===== config.mk =====
export PLATFORM = sky130hd
export DESIGN_NAME = modem_ctl_stat
export DESIGN_NICKNAME = d
export VERILOG_FILES = /design/src/rtl/modem_pkg.sv /design/src/rtl/modem_sync.sv /design/src/rtl/modem_delta.sv /design/src/rtl/modem_mcr.sv /design/src/rtl/modem_ctl_stat.sv
export SDC_FILE = /design/constraint.sdc
export NUM_CORES = 1
export LEC_CHECK = 0
export BUFFER_PORTS_ARGS = -buffer_cell sky130_fd_sc_hd__buf_2
export CAP_MARGIN = 10
export CORE_MARGIN = 4
export CORE_UTILIZATION = 40
export DETAILED_ROUTE_END_ITERATION = 12
export GPL_TIMING_DRIVEN = 0
export PLACE_DENSITY_LB_ADDON = 0.05
export SLEW_MARGIN = 20
export SYNTH_ARGS = -nofsm -noshare
export SYNTH_HDL_FRONTEND = slang
export SYNTH_SLANG_ARGS = --single-unit

===== constraint.sdc =====
create_clock -name clk_i -period 0.8 [get_ports clk_i]
set_input_delay 0.04 -clock clk_i [delete_from_list [all_inputs] [get_ports clk_i]]
set_output_delay 0.04 -clock clk_i [all_outputs]
set_load 0.01 [all_outputs]

===== src/rtl/modem_pkg.sv =====
package modem_pkg;
  localparam int unsigned REG_W   = 8;
  localparam int unsigned PIN_N   = 4;
  localparam int unsigned MCR_W   = 5;
  // pin/flag index: 0 cts, 1 dsr, 2 ri, 3 dcd
  localparam int unsigned IDX_CTS = 0;
  localparam int unsigned IDX_DSR = 1;
  localparam int unsigned IDX_RI  = 2;
  localparam int unsigned IDX_DCD = 3;
  localparam int unsigned LOOP_BIT = 4;
  localparam logic [PIN_N-1:0] PIN_RST  = 4'b1011;
  localparam logic [PIN_N-1:0] FALL_MSK = 4'b0100;
  localparam logic [MCR_W-1:0] MCR_RST  = 5'b01000;
endpackage


===== src/rtl/modem_sync.sv =====
module modem_sync #(
  parameter int unsigned W      = 4,
  parameter int unsigned STAGES = 2,
  parameter logic [W-1:0] RST_VAL = '0
) (
  input  logic         clk_i,
  input  logic         rst_ni,
  input  logic [W-1:0] d_i,
  output logic [W-1:0] q_o
);
  logic [W-1:0] stg_q [STAGES];

  always_ff @(posedge clk_i or negedge rst_ni) begin
    if (!rst_ni) stg_q[0] <= RST_VAL;
    else         stg_q[0] <= d_i;
  end

  for (genvar s = 1; s < STAGES; s++) begin : g_stage
    always_ff @(posedge clk_i or negedge rst_ni) begin
      if (!rst_ni) stg_q[s] <= RST_VAL;
      else         stg_q[s] <= stg_q[s-1];
    end
  end

  assign q_o = stg_q[STAGES-1];
endmodule


===== src/rtl/modem_delta.sv =====
module modem_delta #(
  parameter int unsigned W = 4,
  parameter logic [W-1:0] RST_VAL  = '0,
  parameter logic [W-1:0] FALL_MSK = '0
) (
  input  logic         clk_i,
  input  logic         rst_ni,
  input  logic [W-1:0] sts_i,
  input  logic         clr_i,
  output logic [W-1:0] prev_o,
  output logic [W-1:0] set_o,
  output logic [W-1:0] flag_o
);
  logic [W-1:0] prev_q, flag_q, set_w;

  for (genvar i = 0; i < W; i++) begin : g_edge
    if (FALL_MSK[i]) begin : g_fall
      assign set_w[i] = prev_q[i] & ~sts_i[i];
    end else begin : g_any
      assign set_w[i] = prev_q[i] ^ sts_i[i];
    end
  end

  always_ff @(posedge clk_i or negedge rst_ni) begin
    if (!rst_ni) begin
      prev_q <= RST_VAL;
      flag_q <= '0;
    end else begin
      prev_q <= sts_i;
      // a fresh event wins over a same-edge clear
      flag_q <= (clr_i ? '0 : flag_q) | set_w;
    end
  end

  assign prev_o = prev_q;
  assign set_o  = set_w;
  assign flag_o = flag_q;
endmodule


===== src/rtl/modem_mcr.sv =====
module modem_mcr #(
  parameter int unsigned REG_W = 8,
  parameter int unsigned KEEP_W = 5,
  parameter logic [KEEP_W-1:0] RST_VAL = '0
) (
  input  logic             clk_i,
  input  logic             rst_ni,
  input  logic             we_i,
  input  logic [REG_W-1:0] wdata_i,
  output logic [REG_W-1:0] mcr_o
);
  logic [KEEP_W-1:0] mcr_q;

  always_ff @(posedge clk_i or negedge rst_ni) begin
    if (!rst_ni)   mcr_q <= RST_VAL;
    else if (we_i) mcr_q <= wdata_i[KEEP_W-1:0];
  end

  assign mcr_o = {{(REG_W-KEEP_W){1'b0}}, mcr_q};
endmodule


===== src/rtl/modem_ctl_stat.sv =====
module modem_ctl_stat
  import modem_pkg::*;
#(
  parameter int unsigned SYNC_STAGES = 2
) (
  input  logic             clk_i,
  input  logic             rst_ni,
  input  logic             mcr_we_i,
  input  logic [REG_W-1:0] mcr_wdata_i,
  input  logic             msr_re_i,
  input  logic             cts_i,
  input  logic             dsr_i,
  input  logic             ri_i,
  input  logic             dcd_i,
  output logic [REG_W-1:0] mcr_o,
  output logic [REG_W-1:0] msr_rdata_o,
  output logic             dtr_o,
  output logic             rts_o,
  output logic             out1_o,
  output logic             out2_o,
  output logic             msi_o
);
  logic [PIN_N-1:0] pin_raw, pin_sts, pin_prev, ev_set, ev_flag;
  logic [REG_W-1:0] mcr_q;
  logic             loop_en, flag_clr;

  assign pin_raw = {dcd_i, ri_i, dsr_i, cts_i};

  modem_mcr #(.REG_W(REG_W), .KEEP_W(MCR_W), .RST_VAL(MCR_RST)) u_mcr (
    .clk_i, .rst_ni, .we_i(mcr_we_i), .wdata_i(mcr_wdata_i), .mcr_o(mcr_q)
  );

  modem_sync #(.W(PIN_N), .STAGES(SYNC_STAGES), .RST_VAL(PIN_RST)) u_sync (
    .clk_i, .rst_ni, .d_i(pin_raw), .q_o(pin_sts)
  );

  assign loop_en  = mcr_q[LOOP_BIT];
  assign flag_clr = msr_re_i & ~loop_en;

  modem_delta #(.W(PIN_N), .RST_VAL(PIN_RST), .FALL_MSK(FALL_MSK)) u_delta (
    .clk_i, .rst_ni, .sts_i(pin_sts), .clr_i(flag_clr),
    .prev_o(pin_prev), .set_o(ev_set), .flag_o(ev_flag)
  );

  always_comb begin
    if (loop_en) begin
      msr_rdata_o = '0;
      msr_rdata_o[PIN_N+IDX_DCD] = mcr_q[3];
      msr_rdata_o[PIN_N+IDX_RI]  = mcr_q[2];
      msr_rdata_o[PIN_N+IDX_DSR] = mcr_q[0];
      msr_rdata_o[PIN_N+IDX_CTS] = mcr_q[1];
    end else begin
      msr_rdata_o = {pin_sts, ev_flag};
    end
  end

  assign mcr_o  = mcr_q;
  assign dtr_o  = mcr_q[0];
  assign rts_o  = mcr_q[1];
  assign out1_o = mcr_q[2];
  assign out2_o = mcr_q[3];
  assign msi_o  = |ev_flag;
endmodule


# Word level (Yosys, flattened, before mapping)
# Index checks and enable logic that the tools add are counted.
dict set report totals {
  latchBits 0
  word_cells 16
  mem_bits_ro 0
  ram_bits 0
  in_bits 16
  n_memories 0
  regBits 21
}
dict set report op_classes {
  add_sub_neg 0
  muxes 2
  shifts 0
  reduce_logical 1
  n_lt_le_gt_ge 0
  n_div 0
  n_mul 0
  n_eq_ne 0
  bitwise_logic 8
}
# cell n
set ops {}
lappend ops {{8-bit two-way mux} 1}
lappend ops {{4-bit two-way mux} 1}
lappend ops {{4-bit bitwise OR} 1}
lappend ops {{4-bit OR reduction} 1}
lappend ops {{1-bit bitwise XOR} 3}
lappend ops {{1-bit bitwise AND} 2}
lappend ops {{1-bit inverter} 2}

# Logic depth before layout (Yosys ltp)
# Gate-level depths: netlist of run 1.
dict set report logic_depth {
  word_depth 4
  depth_mapped 3
}

# By module
# From an unflattened synthesis of run 1, not the netlist that was laid out.
dict set report unflattened {
  hier_cells 58
  area_unflattened_um2 838.3
}
# module seq_area_each_um2 area_each_um2 instances cells_each
set modules_own_cells {}
lappend modules_own_cells {modem_delta 203.9 270.3 1 17}
lappend modules_own_cells {modem_sync 207.7 237.7 1 12}
lappend modules_own_cells {modem_mcr 126.4 209.0 1 14}
lappend modules_own_cells {modem_ctl_stat 0.0 121.4 1 15}

# Least setup slack after synthesis of run 1
# No wires, ideal clock.
dict set report synth_timing {
  kind {register -> register}
  startpoint {reg, netlist name u_mcr.mcr_q[4]}
  endpoint {reg u_mcr.mcr_q[4]}
  path_stages_with_launch 3
  period_less_slack_ns 0.925
  path_buffers 1
  arrival_time_ns 0.800
  path_slack_ns -0.125
  setup_ns 0.125
  cell_sequence {dfrtp_1 > buf_6 > mux2_2}
}
# element line_no
set synth_rtl {}
lappend synth_rtl {{end signal: assignment} modem_mcr.sv:16} ;# else if (we_i) mcr_q <= wdata_i[KEEP_W-1:0];
lappend synth_rtl {{end: declaration} modem_mcr.sv:12} ;# logic [KEEP_W-1:0] mcr_q;

# Final worst setup path of run 1
dict set report layout_timing {
  startpoint {reg u_mcr.mcr_q[4]}
  endpoint {out msr_rdata_o[4]}
}
dict set report layout_via {
  elab_chain_cells 1
}
# element line_no
set layout_lines {}
lappend layout_lines {{8-bit two-way mux} modem_ctl_stat.sv:46} ;# if (loop_en) begin
lappend layout_lines {{end: declaration} modem_ctl_stat.sv:16} ;# output logic [REG_W-1:0] msr_rdata_o,
# No other way between the ends.

==> results of run 1 <==
[power by group through the flow]
stage	Combinational (W)	Clock (W)	Sequential, W
finish	0.000642	0.000485	0.00122
global route	0.000700	0.000562	0.00123
CTS	0.000570	0.000515	0.00122
detailed placement	0.000421	0	0.00123
global placement	0.000418	0	0.00122
floorplan	0.000241	0	0.00123
[stage by stage]
stage | total power, W | setup WS, ns | setup TNS [ns] | area (sq um)
global placement | 0.00164 | -0.189 | -1.34 | 1010
CTS | 0.00230 | -0.511 | -6.97 | 1230
global route | 0.00249 | -0.558 | -8.67 | 1290
floorplan | 0.00147 | -0.125 | -0.903 | 826
finish | 0.00234 | -0.503 | -7.32 | 1290
detailed placement | 0.00165 | -0.199 | -1.47 | 1010
[cell usage after synthesis (all sizes together)]
| cell | n |
|---|---|
| inv | 5 |
| nand4 | 1 |
| conb | 1 |
| dfrtp | 11 |
| xnor2 | 3 |
| o22ai | 1 |
| dfstp | 10 |
| mux2 | 9 |
| nor2 | 4 |
| nor2b | 1 |
| buf | 8 |
| o21ai | 3 |
[registers in the layout, indices dropped and copies added (netlist names)]
name            flops
u_mcr.mcr_q         5
u_delta.flag_o      4
u_delta.prev_o      4
u_sync.q_o          4
u_sync.stg_q        4
[final timing paths]
check,slack [ns],depth (start not counted),to,start
setup / recovery,-0.50,3,msr_rdata_o[4],u_mcr.mcr_q[4]
hold / removal,0.09,2,u_mcr.mcr_q[2],mcr_we_i
setup reg to reg,-0.29,4,u_delta.flag_o[2],u_mcr.mcr_q[4]
hold reg to reg,0.36,0,u_sync.q_o[3],u_sync.stg_q[7]
max in group asynchronous,0.25,2,u_mcr.mcr_q[3],rst_ni
min in group asynchronous,0.21,2,u_delta.flag_o[3],rst_ni
[critical path, delay by kind of cell, from the launching register on]
kind                   cells  cell delay (ns)
flip-flops                 1             0.41
multiplexers               1             0.30
buffers and inverters      2             0.27
[repair_timing]
| item | CTS | global route |
|---|---|---|
| pin swaps | 1 | 0 |
| endpoints found under the hold margin | 20 | 0 |
| resized for setup | 18 | 9 |
| setup buffers | 4 | 4 |
| hold buffers | 10 | 0 |
| endpoints found under the setup margin | 23 | 27 |
[cell families (layout without fill, tap and decap cells)]
family | count (synthesis) | count (layout) | synth area share [%]
AO/OA/AOI/OAI | 4 | 4 | 2.60
XOR/XNOR | 3 | 3 | 3.21
buffers and inverters | 13 | 64 | 10.1
flip-flops | 21 | 21 | 65.7
multiplexers | 9 | 9 | 14.2
other | 1 | 3 | 0.458
AND/OR/NAND/NOR | 6 | 6 | 3.67
[layout make-up]
type	count	area (sq um)	share of cell area [%]
sequential	21	538	41.5
tap	27	33.8	2.61
clock buffer	4	26.3	2.03
buffer	8	75.1	5.80
inverter	5	18.8	1.45
multi-input combinational	25	220	17.0
timing repair buffer	47	383	29.6
[layer usage]
layer / vias up / wire, microns / GRT usage [%]
met3: 0 / 137 / 3.94
met4: 0 / 0 / 7.66
met2: 22 / 906 / 21.0
met5: - / 0 / 0
li1: 282 / - / -
met1: 268 / 643 / 16.2
==> results.md, run 1 <==
- Status: finished with violations
- Failing checks: negative setup slack
- Most common cell after layout, fill and taps aside: buf_2
- Worst-path cell chain: buf_6, mux2_4, buf_6
- Sequential share of the synthesized area: 65.7%
- Switching power: just under 0.0006 W
- Internal power: 0.00175 W
- Slew Limit Fails: 0
- Pwr/cell area: 1810 nW/um^2
- Combinational power share: 27.4%
- DIE HEIGHT: ~53 microns
- Syn Inst Count: 57
- RSZ-0062 raised after global routing: true
- Cell Count Post-Placement: 116
- Initial DRC Count: 0
- Critical path's slowest cell: dfrtp_1
- Drt drc: 0
- IO Count: 37
- Seq pwr share: 51.9%
- Setup slack after layout: -0.503 ns
- GPL Wtd Cong: 0.629
- Top post-synthesis cells by area: dfrtp_1 (34%), dfstp_2 (32%), mux2_4 (7.3%)
- Dpl hpwl: between 1000 and 1500 microns
- Total of max-cap violations: 0
- Initial antenna violation count: 0
- Slowest Stage Delay on Critical Path: 0.41 ns
- Fin. Hold Viols: 0
- Placeable Area: 1960 sq um
- Max FO, Critical Path: 6
- Clock Skew: between 0.0015 and 0.002 ns
- Row Count: 16
- Via Count: 572
- Area grow syn2layout: 58.3%
- Post-Layout Cell Count: about 140
- Most frequent cells in the layout: buf_2 (19), buf_6 (18), dfrtp_1 (11), dlygate4sd3_1 (10), dfstp_2 (10)
- Clock Power Share: 20.7%
- Final Cycle Share: 163%
- Pleak: 0.630 nW
- Register bit total from synthesis: 21
- Utilization after layout: 66.0%
- Die Width: roughly 53 microns
- CP Class: reg2out
- TritonCTS Buffers: 3
- Layout cells sized above 1: 67.3%
- Worst EP arrival: ~1.3 ns
- Synth Cell Area: between 800 and 900 sq um
- H-Tree Level Count: 1
- Number of inserted diodes: 0
- Avg WL per Cell: 12.3 microns
- Top cell type by total area after synthesis: dfrtp_1
- Clock latency at the later pin of the worst-skew pair: 0.29 ns
- First-pass iteration count of the detailed router: 1
- Yosys cell types: 14
- Max Freq: ~770 MHz
- Yosys warning count: 0
- Clock buffer depth: 2
- All-Layer GR Usage: 13.4%
- Layout fillers: 167
- Most used cell, CP: buf_6
- CTS clock-pin slew for the worst setup and hold paths: 0.11 ns
- Setup violators final: 23
- Worst min path class: in2reg
- WHS: approximately 0.090 ns
- Min Clock Period, post-route: around 1.3 ns
- Die area: 2830 sq um
- Total congestion overflow: 0
- I/O Buffers: 30
- Switching part of the total power: 25.2%
- Detail Route Antenna Nets: 0
- Crit path launch type: flop
- Final wirelength: 1690 microns
- Clock sink count: 21
- Pin count of the biggest net entering global routing: 22
- CP endpoint kind: output pin
- First-pass GRT wire length: approximately 2600 microns
- Initial Utilization: 41.7%
- Vias in the first global route: 562
- Syn Area/Cell: 14.4 sq um
- Yosys top cell area share: 33.6%
- Worst vdd ir: between 0.001 and 0.0015 V
- Worst path required time: about 0.76 ns
- Via-per-instance ratio: 4.18
- Root buffer cell: clkbuf_4
- Nets@finish: 127
- CTS tree: built
No activity file was read; power rests on OpenSTA's default activity.
==> run 2, diff against run 1 <==
--- a/config.mk
+++ b/config.mk
@@ -11,6 +11,7 @@
 export CORE_UTILIZATION = 40
 export DETAILED_ROUTE_END_ITERATION = 12
 export GPL_TIMING_DRIVEN = 0
+export MAX_ROUTING_LAYER = met4
 export PLACE_DENSITY_LB_ADDON = 0.05
 export SLEW_MARGIN = 20
 export SYNTH_ARGS = -nofsm -noshare
==> run 2 against run 1 <==
Compared with the run above: design area stayed put; the flow still finishes with violations (negative setup slack); routed wire length is 0.36% higher; fmax hardly changed.
==> results.md, run 2 (synthesized netlist as in run 1, its figures left out) <==
- RSZ-0062 raised after global routing: true
- Drt drc: 0 (unchanged)
- Status: finished with violations
- CP Class: reg2out
- WHS: 0.0840 ns (-0.00634 ns)
- Via Count: 579 (+1.2%)
- Clock buffer depth: 2 (unchanged)
- Pre-CTS setup slack: -0.199 ns (unchanged)
- H-Tree Level Count: 1 (unchanged)
- Cell Count Post-Placement: 116 (unchanged)
- Clock sink count: 21 (unchanged)
- Nets@finish: 127 (unchanged)
- Detail Route Antenna Nets: 0 (unchanged)
- FF+latch area: 538 sq um (unchanged)
- Post-Layout Cell Count: 137 (unchanged)
- Worst vdd ir: 0.00118 V (about the same)
- Largest register FFs: 5 (unchanged)
- Placeable Area: 1960 sq um (unchanged)
- Most common cell after layout, fill and taps aside: buf_2
- GPL Wtd Cong: 0.634 (+0.80%)
- IO Count: 37 (unchanged)
- Pwr/cell area: 1810 nW/um^2 (about the same)
- Final Cycle Share: 163% (about the same)
- Worst EP arrival: 1.26 ns (about the same)
- First-pass iteration count of the detailed router: 2 (+1)
- Root buffer cell: clkbuf_4
- Pleak: 0.630 nW (about the same)
- Total congestion overflow: 0 (unchanged)
- Clock Skew: 0.00156 ns (-0.000266 ns)
- All-Layer GR Usage: 13.8% (+0.41 points)
- Die Width: 53.2 microns (unchanged)
- Dpl hpwl: 1010 microns (unchanged)
- Largest register by flop count: u_mcr.mcr_q
- Max Freq: 767 MHz (about the same)
- Row Count: 16 (unchanged)
- Design area: 1290 sq um (unchanged)
- Internal power: 0.00175 W (about the same)
- Multi-input gate area: 220 sq um (unchanged)
- Setup violators final: 23 (unchanged)
- Min Clock Period, post-route: 1.30 ns (+0.000405 ns)
- Post-Place Cell Area: 1010 sq um (unchanged)
- First-pass GRT wire length: 2630 microns (+0.77%)
- Most frequent cells in the layout: buf_2 (19), buf_6 (18), dfrtp_1 (11), dlygate4sd3_1 (10), dfstp_2 (10)
- Max FO, Critical Path: 6 (unchanged)
- Combinational power share: 27.4% (about the same)
- Crit path launch type: flop
- Initial antenna violation count: 0 (unchanged)
- Initial DRC Count: 1 (+1)
- Slew Limit Fails: 0 (unchanged)
- CTS clock-pin slew for the worst setup and hold paths: 0.11 ns (about the same)
- Die area: 2830 sq um (unchanged)
- Worst min path class: in2reg
- TritonCTS Buffers: 3 (unchanged)
- Failing checks: negative setup slack
- CP endpoint kind: output pin
- Pin count of the biggest net entering global routing: 22 (unchanged)
- Clock Power Share: 20.7% (about the same)
- Total of max-cap violations: 0 (unchanged)
- Initial Utilization: 41.7% (unchanged)
- Via-per-instance ratio: 4.23 (+1.2%)
- Setup slack after layout: -0.504 ns (-0.000405 ns)
- I/O Buffers: 30 (unchanged)
- Worst path required time: 0.76 ns (about the same)
- Layout cells sized above 1: 67.3% (unchanged)
- Number of inserted diodes: 0 (unchanged)
- Layout fillers: 167 (unchanged)
- DIE HEIGHT: 53.2 microns (unchanged)
- Busiest grt layer: met2
- Final wirelength: 1690 microns (+0.36%)
- Vias in the first global route: 558 (-0.71%)
- Met2 Use GR: 21.0% (unchanged)
- Met1 usage: 16.8% (+0.54 points)
- Switching part of the total power: 25.3% (+0.029 points)
- Tot Pwr: 0.00235 W (about the same)
- Hold Crit Depth: 2 (unchanged)
- Seq pwr share: 51.9% (about the same)
- Area grow syn2layout: 58.3% (unchanged)
- Fin. Hold Viols: 0 (unchanged)
- Clock latency at the later pin of the worst-skew pair: 0.29 ns (about the same)
- CTS tree: built
- Met3 Use GR: 3.38% (-0.56 points)
- Worst reg-to-reg path cell count: 4 (unchanged)
- Switching power: 0.000593 W (+0.19%)
- Avg WL per Cell: 12.4 microns (+0.36%)
[run 2: metrics by stage]
step / setup TNS (ns) / utilization [%]
detailed placement: -1.47 / 51.5
finish: -7.30 / 66.0
global placement: -1.34 / 51.5
global route: -8.62 / 66.0
CTS: -6.97 / 62.6
floorplan: -0.903 / -
[run 2: critical path, cell delays in order (launching register included)]
cell and delay, ns:
dfrtp_1 0.41, buf_6 0.15, mux2_4 0.30, buf_6 0.12
[run 2: metal layers]
metal | wire (microns) | share of wire, % | vias up
met5 | 0 | 0 | -
met4 | 8 | 0.47 | 0
met3 | 126 | 7.4 | 2
met2 | 894 | 53 | 22
met1 | 663 | 39 | 274
li1 | - | - | 281
[run 2: path summary, 6_finish.rpt]
kind	from	end	slack [ns]
setup / recovery	u_mcr.mcr_q[4]	msr_rdata_o[5]	-0.50
setup reg to reg	u_mcr.mcr_q[4]	u_delta.flag_o[2]	-0.27
hold reg to reg	u_sync.stg_q[5]	u_sync.q_o[1]	0.36
min in group asynchronous	rst_ni	u_delta.flag_o[3]	0.21
hold / removal	mcr_we_i	u_mcr.mcr_q[2]	0.08
max in group asynchronous	rst_ni	u_delta.prev_o[3]	0.25
[run 2: layout make-up]
cell class              count  share of cell area [%]
clock buffers               4                    2.03
flip-flops and latches     21                    41.5
multi-input cells          25                    17.0
plain buffers               8                    5.80
well taps                  27                    2.61
inverters                   5                    1.45
repair buffers             47                    29.6
[run 2: power groups by stage]
stage / registers (W) / logic, W / clock network [W]
2_1_floorplan: 0.00123 / 0.000241 / 0
3_3_place_gp: 0.00122 / 0.000418 / 0
3_5_place_dp: 0.00123 / 0.000421 / 0
4_1_cts: 0.00122 / 0.000570 / 0.000515
5_1_grt: 0.00123 / 0.000701 / 0.000562
6_report: 0.00122 / 0.000642 / 0.000486
[run 2: timing repair]
| action | in CTS | in global routing |
|---|---|---|
| hold endpoints to repair | 20 | 0 |
| hold buffers | 10 | 0 |
| gates resized for setup | 18 | 9 |
| buffers inserted | 4 | 4 |
| pin swaps | 1 | 1 |
| endpoints found under the setup margin | 23 | 27 |
